==> src/rtl/cfgif_pkg.sv <==
package cfgif_pkg;
  // status selector codes held in the selector register
  localparam int ST_SUBQ    = 0;
  localparam int ST_MOT75   = 1;
  localparam int ST_MOT50   = 2;
  localparam int ST_MSTOP   = 3;
  localparam int ST_PLL     = 4;
  localparam int ST_AUX0    = 5;
  localparam int ST_AUX1    = 6;
  localparam int ST_MSAT    = 7;
  localparam int ST_FIFO    = 8;
  localparam int ST_SHOCK   = 9;
  localparam int ST_SHOCK_L = 10;

  // register numbers with a side role
  localparam int REG_STSEL  = 2;
  localparam int REG_MODE   = 14;

  typedef struct packed {
    logic subq_n;
    logic ge75;
    logic ge50;
    logic stop12;
    logic stop6;
    logic pll;
    logic aux0;
    logic aux1;
    logic sat;
    logic fifo;
    logic irq;
    logic otd;
  } stat_in_t;

  function automatic logic shock_of(stat_in_t s);
    return s.ge50 | s.pll | s.sat | s.fifo | s.irq | s.otd;
  endfunction

  function automatic logic stop_of(stat_in_t s, logic fine);
    return fine ? s.stop6 : s.stop12;
  endfunction
endpackage

==> src/rtl/cfgif_shifter.sv <==
module cfgif_shifter #(
  parameter int AW   = 4,
  parameter int DW   = 4,
  parameter int SYNC = 2
) (
  input  logic          clk,
  input  logic          rst_n,
  input  logic          sel_i,
  input  logic          sclk_i,
  input  logic          sdat_i,
  input  logic          stb_i,
  output logic          sel_lvl,
  output logic          stb_lvl,
  output logic          frame_idle,
  output logic          frame_full,
  output logic          wr_en,
  output logic [AW-1:0] wr_addr,
  output logic [DW-1:0] wr_data
);
  localparam int FRAME = AW + DW;
  localparam int CW    = $clog2(FRAME + 1);
  localparam int NL    = 4;

  logic [SYNC-1:0][NL-1:0] pipe;
  logic [NL-1:0]           lvl, prev;
  logic                    sclk_rise, stb_rise, sdat_lvl;
  logic [FRAME-1:0]        shreg;
  logic [CW-1:0]           cnt;

  always_ff @(posedge clk or negedge rst_n) begin
    if (!rst_n) begin
      pipe <= '0;
      prev <= '0;
    end else begin
      pipe[0] <= {stb_i, sdat_i, sclk_i, sel_i};
      for (int k = 1; k < SYNC; k++) pipe[k] <= pipe[k-1];
      prev <= lvl;
    end
  end

  assign lvl       = pipe[SYNC-1];
  assign sel_lvl   = lvl[0];
  assign sdat_lvl  = lvl[2];
  assign stb_lvl   = lvl[3];
  assign sclk_rise = lvl[1] & ~prev[1];
  assign stb_rise  = lvl[3] & ~prev[3];

  always_ff @(posedge clk or negedge rst_n) begin
    if (!rst_n) begin
      shreg <= '0;
      cnt   <= '0;
    end else if (!sel_lvl) begin
      cnt <= '0;
    end else if (sclk_rise) begin
      shreg <= {shreg[FRAME-2:0], sdat_lvl};
      cnt   <= (cnt == CW'(FRAME)) ? CW'(1) : cnt + CW'(1);
    end
  end

  assign frame_idle = (cnt == '0);
  assign frame_full = (cnt == CW'(FRAME));
  assign wr_en      = sel_lvl & stb_rise & frame_full;
  assign wr_addr    = shreg[FRAME-1:DW];
  assign wr_data    = shreg[DW-1:0];
endmodule

==> src/rtl/cfgif_regfile.sv <==
module cfgif_regfile #(
  parameter int NREG = 16,
  parameter int DW   = 4,
  parameter int AW   = $clog2(NREG)
) (
  input  logic               clk,
  input  logic               rst_n,
  input  logic               wr_en,
  input  logic [AW-1:0]      wr_addr,
  input  logic [DW-1:0]      wr_data,
  output logic [NREG*DW-1:0] regs_flat
);
  for (genvar i = 0; i < NREG; i++) begin : g_reg
    logic [DW-1:0] q;
    always_ff @(posedge clk or negedge rst_n) begin
      if (!rst_n)                               q <= '0;
      else if (wr_en && wr_addr == AW'(i))      q <= wr_data;
    end
    assign regs_flat[i*DW +: DW] = q;
  end
endmodule

==> src/rtl/cfgif_status.sv <==
module cfgif_status
  import cfgif_pkg::*;
#(
  parameter int DW = 4
) (
  input  logic          clk,
  input  logic          rst_n,
  input  stat_in_t      stat,
  input  logic [DW-1:0] st_sel,
  input  logic          stop_fine,
  input  logic          shock_clr,
  output logic          shock_now,
  output logic          shock_lat,
  output logic          st_bit
);
  localparam int NC = 2 ** DW;

  logic [NC-1:0] cand;

  assign shock_now = shock_of(stat);

  always_comb begin
    cand             = '0;
    cand[ST_SUBQ]    = stat.subq_n;
    cand[ST_MOT75]   = stat.ge75;
    cand[ST_MOT50]   = stat.ge50;
    cand[ST_MSTOP]   = stop_of(stat, stop_fine);
    cand[ST_PLL]     = stat.pll;
    cand[ST_AUX0]    = stat.aux0;
    cand[ST_AUX1]    = stat.aux1;
    cand[ST_MSAT]    = stat.sat;
    cand[ST_FIFO]    = stat.fifo;
    cand[ST_SHOCK]   = shock_now;
    cand[ST_SHOCK_L] = shock_lat;
  end

  always_ff @(posedge clk or negedge rst_n) begin
    if (!rst_n) begin
      shock_lat <= 1'b0;
      st_bit    <= 1'b0;
    end else begin
      if (shock_now)      shock_lat <= 1'b1;
      else if (shock_clr) shock_lat <= 1'b0;
      st_bit <= cand[st_sel];
    end
  end
endmodule

==> src/rtl/cfg_serial_if.sv <==
module cfg_serial_if
  import cfgif_pkg::*;
#(
  parameter int NREG = 16,
  parameter int DW   = 4,
  parameter int SYNC = 2
) (
  input  logic               clk,
  input  logic               rst_n,
  input  logic               sel_i,
  input  logic               sclk_i,
  input  logic               sdat_i,
  output logic               sdat_o,
  output logic               sdat_oe,
  input  logic               stb_i,
  input  logic               subq_rdy_n,
  input  logic               mot_ge75,
  input  logic               mot_ge50,
  input  logic               mot_stop12,
  input  logic               mot_stop6,
  input  logic               pll_lock,
  input  logic               aux_pin0,
  input  logic               aux_pin1,
  input  logic               mot_sat,
  input  logic               fifo_ovf,
  input  logic               servo_irq,
  input  logic               off_track,
  output logic [NREG*DW-1:0] cfg_o
);
  localparam int AW = $clog2(NREG);

  logic          sel_lvl, stb_lvl, frame_idle, frame_full;
  logic          wr_en;
  logic [AW-1:0] wr_addr;
  logic [DW-1:0] wr_data;
  logic          shock_clr, shock_now, shock_lat;
  stat_in_t      stat;

  cfgif_shifter #(.AW(AW), .DW(DW), .SYNC(SYNC)) u_shift (
    .clk(clk), .rst_n(rst_n), .sel_i(sel_i), .sclk_i(sclk_i),
    .sdat_i(sdat_i), .stb_i(stb_i), .sel_lvl(sel_lvl), .stb_lvl(stb_lvl),
    .frame_idle(frame_idle), .frame_full(frame_full), .wr_en(wr_en),
    .wr_addr(wr_addr), .wr_data(wr_data)
  );

  cfgif_regfile #(.NREG(NREG), .DW(DW), .AW(AW)) u_regs (
    .clk(clk), .rst_n(rst_n), .wr_en(wr_en), .wr_addr(wr_addr),
    .wr_data(wr_data), .regs_flat(cfg_o)
  );

  assign stat = '{subq_n: subq_rdy_n, ge75: mot_ge75, ge50: mot_ge50,
                  stop12: mot_stop12, stop6: mot_stop6, pll: pll_lock,
                  aux0: aux_pin0, aux1: aux_pin1, sat: mot_sat,
                  fifo: fifo_ovf, irq: servo_irq, otd: off_track};

  assign shock_clr = wr_en && (wr_addr == AW'(REG_STSEL));

  cfgif_status #(.DW(DW)) u_stat (
    .clk(clk), .rst_n(rst_n), .stat(stat),
    .st_sel(cfg_o[REG_STSEL*DW +: DW]), .stop_fine(cfg_o[REG_MODE*DW]),
    .shock_clr(shock_clr), .shock_now(shock_now), .shock_lat(shock_lat),
    .st_bit(sdat_o)
  );

  assign sdat_oe = sel_lvl & stb_lvl & frame_idle;
endmodule

==> config.mk <==
export PLATFORM = sky130hd
export DESIGN_NAME = cfg_serial_if
export DESIGN_NICKNAME = d
export VERILOG_FILES = /design/src/rtl/cfgif_pkg.sv /design/src/rtl/cfgif_shifter.sv /design/src/rtl/cfgif_regfile.sv /design/src/rtl/cfgif_status.sv /design/src/rtl/cfg_serial_if.sv
export SDC_FILE = /design/constraint.sdc
export NUM_CORES = 1
export LEC_CHECK = 0
export ABC_AREA = 1
export BUFFER_PORTS_ARGS = -buffer_cell sky130_fd_sc_hd__buf_2
export CORE_MARGIN = 10
export CORE_UTILIZATION = 55
export DETAILED_ROUTE_END_ITERATION = 6
export PLACE_DENSITY = 0.82
export SLEW_MARGIN = 25
export SYNTH_ARGS = -nofsm -noshare
export SYNTH_HDL_FRONTEND = slang
export SYNTH_SLANG_ARGS = --single-unit
==> constraint.sdc <==
create_clock -name clk -period 2.2 [get_ports clk]
set_input_delay 0.33 -clock clk [delete_from_list [all_inputs] [get_ports clk]]
set_output_delay 0.33 -clock clk [all_outputs]
set_load 0.01 [all_outputs]
==> summary.md <==
| Metric | Value |
|---|---|
| Outcome | `finished clean` |
| Clock Sinks | `88` |
| Remaining antenna violation count | `0` |
| Mux contribution to synthesized area | `0` |
| Routed WL | `between 7 and 8 mm` |
| Area contributors post-synth | `dfrtp_1 62%, nand2_1 11%, o21ai_0 4.7%, o21ai_1 4.1%, inv_1 3.4%` |
| Layout area overhead | `21.7%` |
| Post-Synth Simple-Gate Area | `0.192` |
| Clk slew on worst S/H paths | `0.08 ns` |
| Adder-Cell Fraction of Synth Area | `0.00708` |
| Mapped Area | `3530 um^2` |
| Slew headroom | `0.543` |
| Peak VDD IR | `0.000547 V` |
| Syn nets | `382` |
| CP Data Arrival Time | `1.48 ns` |
| Max Clk Rate | `~550 MHz` |
| Final TNS setup | `0 ns` |
| Dominant cell type by area after synthesis | `dfrtp_1` |
| CORE AREA | `6280 um^2` |
| Initial drt markers | `179` |
| Skew-Pair Late Insertion Delay | `around 0.35 ns` |
| Compound-gate portion of the synthesized area | `0.124` |
| Synth cell types | `24` |
| Initial DRT Pass Iterations | `4` |
| Layout Skew | `0.00785 ns` |
| Critical Path RT | `approximately 1.9 ns` |
| Max clock buf depth | `2` |
| Post-synthesis sequential area ratio | `0.623` |
| FP Rows | `29` |
| Fin util | `0.685` |
| Worst Tran Pin Value | `~0.68 ns` |
| Fin. Hold Viols | `0` |
| Critical Path Source Type | `flip-flop` |
| Setup CP Type | `flip-flop to output port` |
| GPL Wtd Cong | `0.836` |
| Pwr Total | `3.44 mW` |
| Pwr/cell area | `around 800 nW/um^2` |
| Largest family of logic cells by synthesized area | `simple AND/OR/NAND/NOR gates` |
| Max Cap Viol | `0` |
| Avg Cell Area, Syn | `9.76 um^2` |
| Yosys top cell area share | `0.623` |
| Placed cell count | `516` |
| Final Setup Violations | `0` |
| RSZ-0062 raised after global routing | `no` |
| Port Buffers | `between 80 and 90` |
| Area of placed instances | `4020 um^2` |
| Most instantiated cells after synthesis | `99 x nand2_1, 88 x dfrtp_1, 33 x o21ai_0, 32 x inv_1, 29 x o21ai_1` |
| Worst hold path type | `input pin to flip-flop` |
| Layout cells sized above 1 | `0.272` |
| Initial antenna violation count | `0` |
| DP HPWL | `5.70 mm` |
| Top-Level Pins | `84` |
| Slew Viols, Final | `0` |
| CTS tree | `done` |
| Via-to-Cell Ratio | `around 5` |
| Mapped Cells | `between 300 and 400` |
| Synth Area in XOR/XNOR | `0.00496` |
| Clock Tree Root | `clkbuf_8` |
| Post-synth EDFFs | `0` |
| Synth Register Bits | `88` |
| Fin Hold WS | `0.0880 ns` |
| GRT overflow | `0` |
| Setup slack after layout | `0.392 ns` |
| Routed WL per cell | `14.9 um` |
| CTS buffer count | `9` |
| Total number of vias | `2717` |
| Die Area | `around 10000 um^2` |
| Total track usage | `0.163` |
| Yosys warns | `0` |
| Endpoint class of the critical path | `output port` |
| Post-layout min period | `approximately 1.8 ns` |
| Die height | `100 um` |
| Ys async rst share | `1.00` |
| Die width | `100 um` |
| Non-filler instance count after layout | `533` |
| CP max FO | `3` |
| Final instance area | `4300 um^2` |
| Antenna cells | `0` |
| Dpl ws | `between 0.4 and 0.5 ns` |
| Leak Pwr | `about 2.4 nW` |
| Most common cell in the netlist | `nand2_1` |
| Largest net degree at the start of global routing | `between 50 and 60` |
| Fin crit share | `0.822` |
| Vias in the first global route | `2876` |
| Initial Util | `0.563` |
| First-pass GRT wire length | `13.4 mm` |
| Final Net Count | `471` |
| Htree depth | `3` |
| Synth Flop Type | `dfrtp_1` |
| Resize count post-CTS | `0` |
| DRC Markers | `0` |
## layout by cell type (no fill, tap or decap), types with 2 or more instances in the layout
| master | n |
|---|---|
| nand2_1 | 99 |
| dfrtp_1 | 88 |
| buf_2 | 82 |
| o21ai_0 | 33 |
| inv_1 | 32 |
| o21ai_1 | 29 |
| nor2_1 | 25 |
| nand3_1 | 14 |
| o21ai_2 | 11 |
| nand2_4 | 10 |
| clkbuf_8 | 10 |
| bufinv_16 | 4 |
| o22ai_1 | 3 |
| ha_1 | 2 |
## area by class of cell
cell class	count	area (um^2)
Clock buffer	11	141
Clock inverter	5	128
Fill cell	488	1980
Inverter	33	126
Multi-Input combinational cell	234	1160
Sequential cell	88	2200
Tap cell	77	96.3
Timing Repair Buffer	85	448
## logic make-up after synthesis
| group | count (synthesis) |
|---|---|
| AND/OR/NAND/NOR | 152 |
| flip-flops | 88 |
| AO/OA/AOI/OAI | 78 |
| buffers and inverters | 40 |
| XOR/XNOR | 2 |
| adder cells (fa/ha/maj) | 2 |
## registers in the layout (all words and copies together), names as in the netlist
signal and flops:
u_regs.g.q 64, u_shift.cnt 4, u_shift.lvl 4, u_shift.pipe 4, u_shift.prev 2, u_shift.shreg 8
u_stat.shock_lat 1, u_stat.st_bit 1
## power breakdown
| group | switching (mW) | leakage (nW) | internal, mW |
|---|---|---|---|
| clock | 0.542 | 0.130 | 0.901 |
| combinational | 0.240 | 1.06 | 0.0616 |
| sequential | 0.0353 | 1.19 | 1.66 |
## critical path, cell delays in order, from the launching register on
cell,delay (ns)
dfrtp_1,0.40
inv_1,0.10
ha_1,0.19
inv_1,0.06
nor4_1,0.21
buf_2,0.18
## repair_timing
| item | 4_1_cts | 5_1_grt |
|---|---|---|
| endpoints found under the hold margin | 34 | 0 |
| buffers inserted | 0 | 0 |
| hold buffers | 1 | 0 |
## final timing paths
path	end	startpoint	cells after the start	slack, ns
worst min-delay path	u_shift.pipe[3]	stb_i	1	0.09
max in group asynchronous	u_regs.g_reg[12].q[1]	rst_n	3	1.09
worst max-delay path	sdat_oe	u_shift.cnt[0]	5	0.39
worst max register to register	u_regs.g_reg[3].q[3]	u_shift.cnt[0]	9	0.42
min in group asynchronous	u_shift.pipe[1]	rst_n	2	0.48
worst min register to register	u_shift.lvl[0]	u_shift.pipe[0]	0	0.35
## routing by layer
layer | vias up | track usage | part of all wire
li1 | 1339 | - | -
met1 | 1295 | 0.202 | 0.43
met2 | 77 | 0.260 | 0.47
met3 | 6 | 0.0618 | 0.090
met4 | 0 | 0.0489 | 0.0067
met5 | - | 0 | 0
Note: power is estimated with default switching activity, not from simulation.
